**config.mk**
```make
export PLATFORM = sky130hd
export DESIGN_NAME = crypto_ctrl_regs
export DESIGN_NICKNAME = d
export VERILOG_FILES = /design/src/rtl/crypto_ctrl_pkg.sv /design/src/rtl/crypto_in_capture.sv /design/src/rtl/crypto_own_arb.sv /design/src/rtl/crypto_reg_bank.sv /design/src/rtl/crypto_ctrl_regs.sv
export SDC_FILE = /design/constraint.sdc
export NUM_CORES = 1
export LEC_CHECK = 0
export ABC_AREA = 0
export CAP_MARGIN = 5
export CORE_UTILIZATION = 45
export CTS_BUF_LIST = sky130_fd_sc_hd__clkbuf_8
export DETAILED_ROUTE_END_ITERATION = 10
export PLACE_DENSITY = 0.89
export SLEW_MARGIN = 20
export SYNTH_ARGS = -nofsm -noshare
export SYNTH_HDL_FRONTEND = slang
export SYNTH_SLANG_ARGS = --single-unit
```
**constraint.sdc**
```tcl
create_clock -name clk_i -period 5.2 [get_ports clk_i]
set_input_delay 1.04 -clock clk_i [delete_from_list [all_inputs] [get_ports clk_i]]
set_output_delay 1.04 -clock clk_i [all_outputs]
set_load 0.05 [all_outputs]
```
**src/rtl/crypto_ctrl_pkg.sv**
```systemverilog
package crypto_ctrl_pkg;
  localparam int DATA_W  = 32;
  localparam int UPPER_W = 6;

  localparam logic [11:0] OFF_CTRL  = 12'h000;
  localparam logic [11:0] OFF_SEED  = 12'h004;
  localparam logic [11:0] OFF_UPPER = 12'h008;

  // control word bit positions
  localparam int B_RST      = 0;
  localparam int B_PURGE    = 1;
  localparam int B_GO       = 2;
  localparam int B_OSC      = 3;
  localparam int B_STREAM   = 4;
  localparam int B_STALL    = 5;
  localparam int B_RATE_LO  = 6;
  localparam int B_COMPLETE = 8;
  localparam int B_ALARM    = 9;
  localparam int B_BUSERR   = 10;
  localparam int B_LIVE     = 11;
  localparam int B_BUSY     = 12;
  localparam int B_FCLK     = 16;
  localparam int B_CREQ     = 24;
  localparam int B_CREL     = 25;
  localparam int B_FREQ     = 26;
  localparam int B_FREL     = 27;
  localparam int B_COWN     = 28;
  localparam int B_FOWN     = 29;

  localparam logic [DATA_W-1:0] CTRL_WMASK = 32'h0301_00FF;
  localparam logic [DATA_W-1:0] CTRL_RST   = 32'h0000_0001;
  localparam logic [DATA_W-1:0] CTRL_RSVD  = 32'hC0FE_E000;

  typedef enum logic [1:0] {OWN_NONE = 2'd0, OWN_CPU = 2'd1, OWN_FAB = 2'd2} own_e;

  typedef struct packed {
    logic busy;
    logic buserr;
    logic alarm;
    logic complete;
  } eng_stat_t;
endpackage

```
**src/rtl/crypto_in_capture.sv**
```systemverilog
module crypto_in_capture #(
  parameter int W      = 6,
  parameter int STAGES = 1
) (
  input  logic         clk_i,
  input  logic         rst_ni,
  input  logic [W-1:0] d_i,
  output logic [W-1:0] q_o
);
  logic [W-1:0] stage_q [STAGES];

  for (genvar s = 0; s < STAGES; s++) begin : g_stage
    always_ff @(posedge clk_i or negedge rst_ni) begin
      if (!rst_ni) stage_q[s] <= '0;
      else if (s == 0) stage_q[s] <= d_i;
      else stage_q[s] <= stage_q[(s == 0) ? 0 : s-1];
    end
  end

  assign q_o = stage_q[STAGES-1];
endmodule

```
**src/rtl/crypto_own_arb.sv**
```systemverilog
module crypto_own_arb import crypto_ctrl_pkg::*; (
  input  logic clk_i,
  input  logic rst_ni,
  input  logic cpu_req_i,
  input  logic cpu_rel_i,
  input  logic fab_req_i,
  input  logic fab_rel_i,
  output logic cpu_own_o,
  output logic fab_own_o
);
  own_e state_q, state_d;
  logic cpu_want, fab_want;

  assign cpu_want = cpu_req_i & ~cpu_rel_i;
  assign fab_want = fab_req_i & ~fab_rel_i;

  always_comb begin
    state_d = state_q;
    unique case (state_q)
      OWN_NONE: if (cpu_want) state_d = OWN_CPU;   // processor wins ties
                else if (fab_want) state_d = OWN_FAB;
      OWN_CPU:  if (cpu_rel_i) state_d = OWN_NONE;
      OWN_FAB:  if (fab_rel_i) state_d = OWN_NONE;
      default:  state_d = OWN_NONE;
    endcase
  end

  always_ff @(posedge clk_i or negedge rst_ni) begin
    if (!rst_ni) state_q <= OWN_NONE;
    else         state_q <= state_d;
  end

  assign cpu_own_o = (state_q == OWN_CPU);
  assign fab_own_o = (state_q == OWN_FAB);

  assert_owner_excl_R10: assert property (@(posedge clk_i) disable iff (!rst_ni)
    !(cpu_own_o && fab_own_o));
  assert_cpu_hold_R9: assert property (@(posedge clk_i) disable iff (!rst_ni)
    cpu_own_o && !cpu_rel_i |=> cpu_own_o);
  assert_fab_hold_R9: assert property (@(posedge clk_i) disable iff (!rst_ni)
    fab_own_o && !fab_rel_i |=> fab_own_o);
  assert_tie_cpu_R8: assert property (@(posedge clk_i) disable iff (!rst_ni)
    !cpu_own_o && !fab_own_o && cpu_want |=> cpu_own_o);
  assert_fab_from_idle_R8: assert property (@(posedge clk_i) disable iff (!rst_ni)
    $rose(fab_own_o) |-> !$past(cpu_own_o));
endmodule

```
**src/rtl/crypto_reg_bank.sv**
```systemverilog
module crypto_reg_bank import crypto_ctrl_pkg::*; #(
  parameter int ADDR_W = 12
) (
  input  logic              clk_i,
  input  logic              rst_ni,
  input  logic              psel_i,
  input  logic              penable_i,
  input  logic              pwrite_i,
  input  logic [ADDR_W-1:0] paddr_i,
  input  logic [DATA_W-1:0] pwdata_i,
  output logic [DATA_W-1:0] prdata_o,
  input  eng_stat_t         stat_i,
  input  logic              fab_req_i,
  input  logic              fab_rel_i,
  input  logic              cpu_own_i,
  input  logic              fab_own_i,
  output logic [DATA_W-1:0] ctrl_o,
  output logic              live_o,
  output logic [DATA_W-1:0] seed_o,
  output logic [UPPER_W-1:0] upper_o
);
  logic wr_acc;
  logic sel_ctrl, sel_seed, sel_upper;
  logic [DATA_W-1:0]  ctrl_q, seed_q, stat_word;
  logic [UPPER_W-1:0] upper_q;

  assign wr_acc    = psel_i & penable_i & pwrite_i;
  assign sel_ctrl  = (paddr_i == ADDR_W'(OFF_CTRL));
  assign sel_seed  = (paddr_i == ADDR_W'(OFF_SEED));
  assign sel_upper = (paddr_i == ADDR_W'(OFF_UPPER));

  always_ff @(posedge clk_i or negedge rst_ni) begin
    if (!rst_ni) begin
      ctrl_q  <= CTRL_RST;
      seed_q  <= '0;
      upper_q <= '0;
    end else if (wr_acc) begin
      if (sel_ctrl)  ctrl_q  <= pwdata_i & CTRL_WMASK;
      if (sel_seed)  seed_q  <= pwdata_i;
      if (sel_upper) upper_q <= pwdata_i[UPPER_W-1:0];
    end
  end

  assign live_o = ctrl_q[B_STREAM] & (fab_own_i | (cpu_own_i & ctrl_q[B_FCLK]));

  always_comb begin
    stat_word             = '0;
    stat_word[B_COMPLETE] = stat_i.complete;
    stat_word[B_ALARM]    = stat_i.alarm;
    stat_word[B_BUSERR]   = stat_i.buserr;
    stat_word[B_LIVE]     = live_o;
    stat_word[B_BUSY]     = stat_i.busy;
    stat_word[B_FREQ]     = fab_req_i;
    stat_word[B_FREL]     = fab_rel_i;
    stat_word[B_COWN]     = cpu_own_i;
    stat_word[B_FOWN]     = fab_own_i;
  end

  always_comb begin
    prdata_o = '0;
    if (psel_i) begin
      if (sel_ctrl)       prdata_o = ctrl_q | stat_word;
      else if (sel_seed)  prdata_o = seed_q;
      else if (sel_upper) prdata_o = DATA_W'(upper_q);
    end
  end

  assign ctrl_o  = ctrl_q;
  assign seed_o  = seed_q;
  assign upper_o = upper_q;

  assert_rsvd_zero_R3: assert property (@(posedge clk_i) disable iff (!rst_ni)
    psel_i && sel_ctrl |-> (prdata_o & CTRL_RSVD) == '0);
  assert_seed_hold_R6: assert property (@(posedge clk_i) disable iff (!rst_ni)
    !(wr_acc && sel_seed) |=> $stable(seed_o));
  assert_upper_hold_R7: assert property (@(posedge clk_i) disable iff (!rst_ni)
    !(wr_acc && sel_upper) |=> $stable(upper_o));
  assert_live_R5: assert property (@(posedge clk_i) disable iff (!rst_ni)
    live_o |-> (cpu_own_i || fab_own_i));
endmodule

```
**src/rtl/crypto_ctrl_regs.sv**
```systemverilog
module crypto_ctrl_regs import crypto_ctrl_pkg::*; #(
  parameter int ADDR_W      = 12,
  parameter int SYNC_STAGES = 1
) (
  input  logic               clk_i,
  input  logic               rst_ni,
  input  logic               psel_i,
  input  logic               penable_i,
  input  logic               pwrite_i,
  input  logic [ADDR_W-1:0]  paddr_i,
  input  logic [DATA_W-1:0]  pwdata_i,
  output logic [DATA_W-1:0]  prdata_o,
  output logic               pready_o,
  output logic               pslverr_o,
  output logic               eng_rst_o,
  output logic               eng_purge_o,
  output logic               eng_go_o,
  output logic               osc_en_o,
  output logic               stream_en_o,
  output logic               stall_int_o,
  output logic [1:0]         stall_rate_o,
  output logic               fab_clk_sel_o,
  output logic [DATA_W-1:0]  stall_seed_o,
  output logic [UPPER_W-1:0] addr_upper_o,
  input  logic               eng_complete_i,
  input  logic               eng_alarm_i,
  input  logic               eng_buserr_i,
  input  logic               eng_busy_i,
  input  logic               fab_req_i,
  input  logic               fab_rel_i,
  output logic               cpu_own_o,
  output logic               fab_own_o
);
  localparam int CAP_W = $bits(eng_stat_t) + 2;

  logic [CAP_W-1:0]  cap_d, cap_q;
  eng_stat_t         stat_q;
  logic              fab_req_q, fab_rel_q;
  logic [DATA_W-1:0] ctrl;
  logic              cpu_own, fab_own;

  assign cap_d = {fab_rel_i, fab_req_i, eng_busy_i, eng_buserr_i, eng_alarm_i, eng_complete_i};

  crypto_in_capture #(.W(CAP_W), .STAGES(SYNC_STAGES)) u_cap (
    .clk_i  (clk_i),
    .rst_ni (rst_ni),
    .d_i    (cap_d),
    .q_o    (cap_q)
  );

  assign stat_q    = cap_q[$bits(eng_stat_t)-1:0];
  assign fab_req_q = cap_q[CAP_W-2];
  assign fab_rel_q = cap_q[CAP_W-1];

  crypto_reg_bank #(.ADDR_W(ADDR_W)) u_bank (
    .clk_i     (clk_i),
    .rst_ni    (rst_ni),
    .psel_i    (psel_i),
    .penable_i (penable_i),
    .pwrite_i  (pwrite_i),
    .paddr_i   (paddr_i),
    .pwdata_i  (pwdata_i),
    .prdata_o  (prdata_o),
    .stat_i    (stat_q),
    .fab_req_i (fab_req_q),
    .fab_rel_i (fab_rel_q),
    .cpu_own_i (cpu_own),
    .fab_own_i (fab_own),
    .ctrl_o    (ctrl),
    .live_o    (stream_en_o),
    .seed_o    (stall_seed_o),
    .upper_o   (addr_upper_o)
  );

  crypto_own_arb u_arb (
    .clk_i     (clk_i),
    .rst_ni    (rst_ni),
    .cpu_req_i (ctrl[B_CREQ]),
    .cpu_rel_i (ctrl[B_CREL]),
    .fab_req_i (fab_req_q),
    .fab_rel_i (fab_rel_q),
    .cpu_own_o (cpu_own),
    .fab_own_o (fab_own)
  );

  assign eng_rst_o     = ctrl[B_RST];
  assign eng_purge_o   = ctrl[B_PURGE];
  assign eng_go_o      = ctrl[B_GO];
  assign osc_en_o      = ctrl[B_OSC];
  assign stall_int_o   = ctrl[B_STALL];
  assign stall_rate_o  = ctrl[B_RATE_LO+1:B_RATE_LO];
  assign fab_clk_sel_o = ctrl[B_FCLK];
  assign cpu_own_o     = cpu_own;
  assign fab_own_o     = fab_own;
  assign pready_o      = 1'b1;
  assign pslverr_o     = 1'b0;

  assert_apb_resp_R11: assert property (@(posedge clk_i) disable iff (!rst_ni)
    psel_i |-> pready_o && !pslverr_o);
endmodule

```
# [Yosys cells after proc, flatten, opt, wreduce, memory -nomap -nowiden]
# Cells that the tools add are included.
[totals] reg_bits=57 input_bits=55 out_inout_bits=83 elab_cells=37
[classes] n_eq_ne=7 mux=9 bitwise_logic=10 n_reduce_logical=6
[op_table] cell="32-bit 2-to-1 mux" count=3
[op_table] cell="26-bit by 30-bit OR with 30-bit output" count=1
[op_table] cell="12-bit by 3-bit == test with 1-bit output, second input constant" count=1
[op_table] cell="12-bit by 4-bit == test with 1-bit output, second input constant" count=1
[op_table] cell="12-bit logical NOT" count=1
[op_table] cell="2-bit 2-to-1 mux" count=4
[op_table] cell="1-bit AND" count=6
[op_table] cell="6-bit 2-to-1 mux" count=1
[op_table] cell="2-bit one-hot mux with 3 select lines" count=1
[op_table] cell="2-bit AND reduction" count=3
[op_table] cell="2-bit != test, second input constant" count=2
[op_table] cell="3-bit by 1-bit != test with 1-bit output, second input constant" count=1
[op_table] cell="3-bit AND reduction" count=1
[op_table] cell="2-bit by 1-bit == test with 1-bit output, second input constant" count=1
[op_table] cell="2-bit == test, second input constant" count=1
[op_table] cell="2-bit logical NOT" count=1
[op_table] cell="1-bit inverter" count=2
[op_table] cell="1-bit OR" count=1

# [Logic depth before layout (Yosys ltp)]
# Gate-level depths: netlist (run 1).
[logic_depth] depth_word=7 ltp_mapped=6 depth_no_buf=3

# [Hierarchy]
# From an unflattened synthesis (run 1), not the netlist that was laid out.
[hier_totals] hier_cells=238 area_unflattened_um2=2867.8
[by_module_without_submodules] mod="crypto_reg_bank" instances=1 cells_per_inst=219 area_each_um2=2598.7 seq_area_each_um2=1227.4
[by_module_without_submodules] mod="crypto_in_capture" instances=1 cells_per_inst=6 area_each_um2=150.1 seq_area_each_um2=150.1
[by_module_without_submodules] mod="crypto_own_arb" instances=1 cells_per_inst=9 area_each_um2=96.3 seq_area_each_um2=50.0
[by_module_without_submodules] mod="crypto_ctrl_regs" instances=1 cells_per_inst=4 area_each_um2=22.5 seq_area_each_um2=0.0

# [Least setup slack after synthesis (run 1)]
# No wires, ideal clock.
[synth_path] path_type="input to output" from="in paddr_i[9]" to="out prdata_o[2]" arrival_time_ns=4.133 t_required_ns=4.160 slack_ns=0.027 path_stages=3 path_buffers=0 path_cell_list="nor4_4 > nand4_1 > a2111oi_0"
[synth_between] elab_chain_cells=5 word_cells_on_any_way=7 classes_between="eq/ne (2); mux (4); reduce/logical (1)"
[synth_rtl] item="start: declaration" line="crypto_ctrl_regs.sv:10" text="input logic [ADDR_W-1:0] paddr_i,"
[synth_rtl] item="12-bit by 4-bit == test with 1-bit output" line="crypto_reg_bank.sv:30" text="assign sel_upper = (paddr_i == ADDR_W'(OFF_UPPER));"
[synth_rtl] item="6-bit 2-to-1 mux" line="crypto_reg_bank.sv:64" text="else if (sel_upper) prdata_o = DATA_W'(upper_q);"
[synth_rtl] item="32-bit 2-to-1 mux" line="crypto_reg_bank.sv:63" text="else if (sel_seed) prdata_o = seed_q;"
[synth_rtl] item="32-bit 2-to-1 mux *" line="crypto_reg_bank.sv:62" text="if (sel_ctrl) prdata_o = ctrl_q | stat_word;"
[synth_rtl] item="32-bit 2-to-1 mux *" line="crypto_reg_bank.sv:61" text="if (psel_i) begin"
[synth_rtl] item="end: declaration" line="crypto_ctrl_regs.sv:12" text="output logic [DATA_W-1:0] prdata_o,"
# Every way passes the cells marked *; elsewhere a longest branch is shown, timed or not.

# [Worst setup path in the final report (run 1)]
[layout_path] from="in paddr_i[5]" to="out prdata_o[2]"
# Same word-level chain as after synthesis.

==> metrics.md, run 1 <==
| Metric | Value |
|---|---|
| Most common cell in the netlist | `dfrtp_1` |
| Root Buffer | `clkbuf_8` |
| Area growth syn-to-layout | `55.5%` |
| Count of mapped cells out of synthesis | `roughly 200` |
| Top Layer Used | `met4` |
| Startpoint types | `primary input` |
| Commonest cells in the netlist | `dfrtp_1 (56), mux2_4 (30), mux2_2 (19)` |
| Ys Warns | `0` |
| Final Critical Period | `roughly 4.7 ns` |
| DP HPWL | `4.98 mm` |
| Placed Area | `~4100 sq um` |
| Area contributors post-synth | `dfrtp_1 (51%), mux2_4 (16%), mux2_2 (7.8%)` |
| Post-Synthesis Cell Area | `2750 sq um` |
| Post-Route Setup TNS | `0 ns` |
| Clock transition at path regs | `around 0.060 ns` |
| CP Data Arrival Time | `3.63 ns` |
| Number of global-route vias before repair | `between 2,000 and 2,500` |
| Total length of routed met3 wires | `approximately 470 um` |
| Final std cells w/o fill | `roughly 400` |
| Vias/cell | `around 5.1` |
| Core Util, Final | `slightly above 70%` |
| First-pass DRT Iterations | `4` |
| Fin Hold WS | `about 0.47 ns` |
| Met1 WL | `2.97 mm` |
| Die Height | `80.2 um` |
| Max VDD drop | `0.188 mV` |
| Die area | `6430 sq um` |
| CTS Buf Count | `9` |
| Pwr Total | `just under 1 mW` |
| Synth area leader | `dfrtp_1` |
| Max_cap viols | `0` |
| Pwr Density | `between 200 and 250 nW/um^2` |
| Asr flop ratio synth | `between 90% and 100%` |
| Number of synthesized flops with an enable pin | `0` |
| Post-CTS setup buffer count | `0` |
| Met2 Routed Length | `approximately 3.5 mm` |
| Syn Nets | `252` |
| Clk_skew | `approximately 0.003 ns` |
| # IOs | `between 100 and 150` |
| 1st-iter DRT viols | `between 60 and 70` |
| Yosys cell types | `29` |
| Worst Tran Pin Value | `0.801 ns` |
| Core region area | `slightly below 6000 sq um` |
| Max-slew violation count | `0` |
| Max_slew headroom | `46.5%` |
| RSZ-0062 raised after global routing | `no` |
| HP Class | `reg -> reg` |
| Clock sinks | `57` |
| First-pass GRT wire length | `approximately 10 mm` |
| Row cnt | `28` |
| DR vias | `2,114` |
| Ant. Diodes | `0` |
| DRC | `0` |
| Gpl congestion | `around 0.71` |
| Total track usage | `~22%` |
| LEAKAGE | `roughly 2 nW` |
| Final Cycle Share | `roughly 90%` |
| Grt total ovfl | `0` |
| # setup viols final | `0` |
| Initial Util | `46.5%` |
| Remaining antenna violation count | `0` |
| TritonCTS clock tree | `yes` |
| CP Max Fanout | `6` |
| Avg Inst Size Synth | `between 10 and 15 sq um` |
| Setup ws final | `~0.53 ns` |
| Die width | `between 80 and 90 um` |
| Seq/Total Area, Yosys | `51.9%` |
| Yosys reg bits | `57` |
| Worst Path Required | `approximately 4.2 ns` |
| Crit. End Element | `output port` |
| Routed WL per cell | `approximately 17 um` |
| # hold bufs at CTS | `0` |
| # H-tree levels | `3` |
| Synth Flop Type | `dfrtp_1` |
| Initial antenna violation count | `0` |
| Largest net degree at the start of global routing | `58` |
| Layout cell share with drive strength beyond 1 | `between 30% and 40%` |
| Placed Cells incl. Taps | `between 300 and 400` |
| Post-route cell area | `about 4300 sq um` |
| DP Worst Slack | `between 0.5 and 0.6 ns` |
| Worst setup path class | `in -> out` |
| Synth top area share | `between 50% and 60%` |
| Clock latency on the worst-skew pair | `0.33 ns` |
| Final Hold Fails | `0` |
| Outcome | `finished clean` |
| # resized after CTS | `0` |
| I/O Buffers | `roughly 140` |
| Deepest clock path buffer count | `2` |
| Routed wire length | `about 7 mm` |
| NumNets Final | `386` |
| F_max | `between 200 and 250 MHz` |
-- flip-flops by register name, summed over array words and instances, names as in the netlist --
signal / count
u_arb.state_q: 2
u_bank.ctrl_o: 11
u_bank.seed_o: 32
u_bank.upper_o: 6
u_cap.q_o: 6
-- layout by cell type, fill, tap and decap left out, drive strengths merged, types with 3 or more instances in the layout --
master,count
buf,31
a22o,13
nand4,4
clkbuf,11
dfrtp,56
nand2b,7
nor2,8
clkdlybuf4s50,108
nor4,3
mux2,49
nor2b,8
a2111oi,6
and2,13
-- critical path: stages --
cell             delay [ns]
clkdlybuf4s50_1        0.44
nor4_4                 0.43
nand4_1                0.38
a2111oi_0              0.46
clkdlybuf4s50_1        0.88
-- per-layer routing --
layer	track usage, %	up-vias
li1	-	978
met1	26.7	1042
met2	38.1	87
met3	6.59	7
met4	6.61	0
met5	0	-
-- cell type report --
class	instances	area [sq um]
clock inverter	5	77.6
fill	397	1640
timing repair buffer	139	1310
sequential	57	1430
clock buffer	11	151
multi-input combinational	124	1220
tap	75	93.8
-- power breakdown --
part	switching [mW]	total [mW]	internal [mW]
clock network	0.171	0.465	0.294
logic	0.0329	0.0764	0.0435
registers	0.00189	0.449	0.447
total	0.206	0.991	0.784
-- kinds of logic (layout without fill, tap and decap cells) --
| logic type | Yosys count | in the layout | synth area share [%] |
|---|---|---|---|
| buf+inv | 16 | 155 | 3.87 |
| compound gates | 22 | 22 | 7.09 |
| simple gates | 51 | 51 | 12.7 |
| mux | 49 | 49 | 24.1 |
| flops | 57 | 57 | 51.9 |
| other cells | 2 | 2 | 0.273 |
-- final timing paths --
path                                                     from                            end  slack [ns]  depth (start not counted)
worst max-delay path                               paddr_i[5]                    prdata_o[2]        0.53                          5
min in group asynchronous                              rst_ni  u_bank.seed_o[22]$_DFFE_PN0P_        0.85                          2
max in group asynchronous                              rst_ni  u_bank.seed_o[15]$_DFFE_PN0P_        3.88                          2
worst max register to register  u_bank.ctrl_o[25]$_DFFE_PN0P_   u_arb.state_q[1]$_DFFE_PN0P_        4.30                          3
worst min register to register         u_cap.q_o[5]$_DFF_PN0_   u_arb.state_q[1]$_DFFE_PN0P_        0.47                          1
worst min-delay path                   u_cap.q_o[5]$_DFF_PN0_   u_arb.state_q[1]$_DFFE_PN0P_        0.47                          1
No activity file was read; power rests on OpenSTA's default activity.
==> inputs of run 2 (changes only) <==
--- a/config.mk
+++ b/config.mk
@@ -7,10 +7,10 @@
 export LEC_CHECK = 0
 export ABC_AREA = 0
 export CAP_MARGIN = 5
-export CORE_UTILIZATION = 45
+export CORE_UTILIZATION = 37
 export CTS_BUF_LIST = sky130_fd_sc_hd__clkbuf_8
 export DETAILED_ROUTE_END_ITERATION = 10
-export PLACE_DENSITY = 0.89
+export PLACE_DENSITY = 0.78
 export SLEW_MARGIN = 20
 export SYNTH_ARGS = -nofsm -noshare
 export SYNTH_HDL_FRONTEND = slang
==> constraint.sdc (replaced) <==
create_clock -name clk_i -period 4.01 [get_ports clk_i]
set_input_delay 0.802 -clock clk_i [delete_from_list [all_inputs] [get_ports clk_i]]
set_output_delay 0.802 -clock clk_i [all_outputs]
set_load 0.05 [all_outputs]
==> run 2 against run 1 <==
Die area grew 21%. Largest cell class is now buffers. First-iteration DRC count fell by 4.8%. Clock skew up 0.0021 ns. Critical path type unchanged.
==> metrics.md, run 2 (same netlist as run 1, synthesis figures left out) <==
| Metric | Value |
|---|---|
| Die Height | `just under 90 um` |
| Clock transition at path regs | `0.07 ns` |
| Max_slew headroom | `a little over two fifths` |
| Layout cell share with drive strength beyond 1 | `32.6%` |
| DRC | `0` |
| Largest net degree at the start of global routing | `30` |
| Post-CTS setup buffer count | `0` |
| F_max | `around 270 MHz` |
| Commonest cells after routing, fill and taps aside | `clkdlybuf4s50_1 (102), dfrtp_1 (56), buf_12 (32)` |
| Setup ws final | `0.331 ns` |
| Clk_skew | `0.00510 ns` |
| Routed WL per cell | `between 15 and 20 um` |
| CTS Buf Count | `9` |
| CP Data Arrival Time | `approximately 2.9 ns` |
| DP Worst Slack | `between 0.3 and 0.4 ns` |
| # setup viols final | `0` |
| Initial Util | `38.1%` |
| 1st-iter DRT viols | `60` |
| Final Cycle Share | `a little over 90%` |
| I/O Buffers | `approximately 140` |
| Vias/cell | `~4.9` |
| Clock latency on the worst-skew pair | `0.33 ns` |
| Final Hold Fails | `0` |
| Grt total ovfl | `0` |
| CP Max Fanout | `6` |
| Crit path capture | `prdata_o[4]` |
| NumNets Final | `~390` |
| First-pass DRT Iterations | `4` |
| # hold bufs at CTS | `0` |
| Outcome | `finished clean` |
| DP HPWL | `around 5.4 mm` |
| Total track usage | `between 10% and 20%` |
| LEAKAGE | `~2.1 nW` |
| HP Class | `reg -> reg` |
| Row cnt | `31` |
| Crit. End Element | `output port` |
| Max VDD drop | `0.137 mV` |
| Number of global-route vias before repair | `~2,100` |
| Core region area | `slightly above 7000 sq um` |
| Max-slew violation count | `0` |
| Initial antenna violation count | `0` |
| Worst setup path class | `in -> out` |
| Routed wire length | `between 7 and 8 mm` |
| Worst Path Required | `approximately 3.2 ns` |
| Placed Area | `between 4000 and 5000 sq um` |
| # IOs | `between 100 and 150` |
| Max_cap viols | `0` |
| Reg2reg start | `u_bank.ctrl_o[25]$_DFFE_PN0P_` |
| Clock sinks | `57` |
| Remaining antenna violation count | `0` |
| Post-route cell area | `between 4000 and 5000 sq um` |
| Die width | `88.2 um` |
| # resized after CTS | `0` |
| Deepest clock path buffer count | `2` |
| Commonest non-fill, non-tap cell in the layout | `clkdlybuf4s50_1` |
| Die area | `7790 sq um` |
| Critical path launch point | `paddr_i[9]` |
| Filler Cell Count | `about 560` |
| RSZ-0062 raised after global routing | `no` |
| Area growth syn-to-layout | `69.9%` |
| Gpl congestion | `approximately 0.77` |
| DR vias | `roughly 2,100` |
| Final Critical Period | `around 3.7 ns` |
| TritonCTS clock tree | `yes` |
| First-pass GRT wire length | `11.3 mm` |
| # H-tree levels | `3` |
| Number of flip-flops under the largest register name | `32` |
| Reg2reg end | `u_arb.state_q[1]$_DFFE_PN0P_` |
| Ant. Diodes | `0` |
| Root Buffer | `clkbuf_8` |
| Pwr Density | `approximately 240 nW/um^2` |
| Worst reg-to-reg setup slack | `3.14 ns` |
| Reg2reg path depth | `3` |
| Startpoint types | `primary input` |
| Worst Tran Pin Value | `between 0.8 and 0.9 ns` |
run 2: cell types whose count changed in the layout (fill, tap and decap cells not counted), sizes merged:
cell	change
clkdlybuf4s50	-6
clkbuf	-2
clkinvlp	+1
buf	+11
bufinv	-2
inv	+1
clkinv	+2
run 2: critical path: stages:
cell             delay (ns)
clkdlybuf4s50_1        0.44
nor4_4                 0.35
nand4_1                0.14
buf_4                  0.18
a2111oi_1              0.73
buf_12                 0.22
run 2: worst min path at each step:
stage / start / endpoint / slack [ns] / cells past startpoint
floorplan: u_cap.q_o[5]$_DFF_PN0_ / u_arb.state_q[1]$_DFFE_PN0P_ / 0.41 / 1
global route: u_cap.q_o[5]$_DFF_PN0_ / u_arb.state_q[1]$_DFFE_PN0P_ / 0.46 / 1
finish: u_cap.q_o[5]$_DFF_PN0_ / u_arb.state_q[1]$_DFFE_PN0P_ / 0.45 / 1
CTS: u_cap.q_o[5]$_DFF_PN0_ / u_arb.state_q[1]$_DFFE_PN0P_ / 0.46 / 1
detailed placement: u_cap.q_o[5]$_DFF_PN0_ / u_arb.state_q[1]$_DFFE_PN0P_ / 0.45 / 1
global placement: u_cap.q_o[5]$_DFF_PN0_ / u_arb.state_q[1]$_DFFE_PN0P_ / 0.44 / 1
run 2: metrics by stage:
step	instances	utilization (%)	hold WS, ns	setup TNS (ns)	total power [mW]
after detailed placement	424	62.6	0.448	0	0.693
after floorplan	197	-	0.412	-0.0731	0.616
after global routing	440	64.8	0.463	0	1.17
after CTS	440	64.8	0.456	0	1.14
final	440	64.8	0.453	0	1.12
after global placement	424	62.6	0.435	0	0.691
run 2: final cells by class:
cell class	instances	area, sq um	area share (%)
Clock buffer	9	124	2.65
Clock inverter	7	38.8	0.830
Multi-Input combinational cell	124	1230	26.3
Sequential cell	57	1430	30.5
Tap cell	99	124	2.65
Timing Repair Buffer	144	1730	37.1
run 2: routing by layer:
layer  GRT usage, %  share of wire (%)
met1           26.4                 43
met2           30.9                 48
met3           4.38                6.5
met4           7.62                1.7
met5              0                  0
run 2: where the power goes:
group          internal (mW)  switching (mW)  leakage, nW
sequential             0.580         0.00240        0.778
clock                  0.217           0.222       0.0860
combinational         0.0570          0.0427         1.28
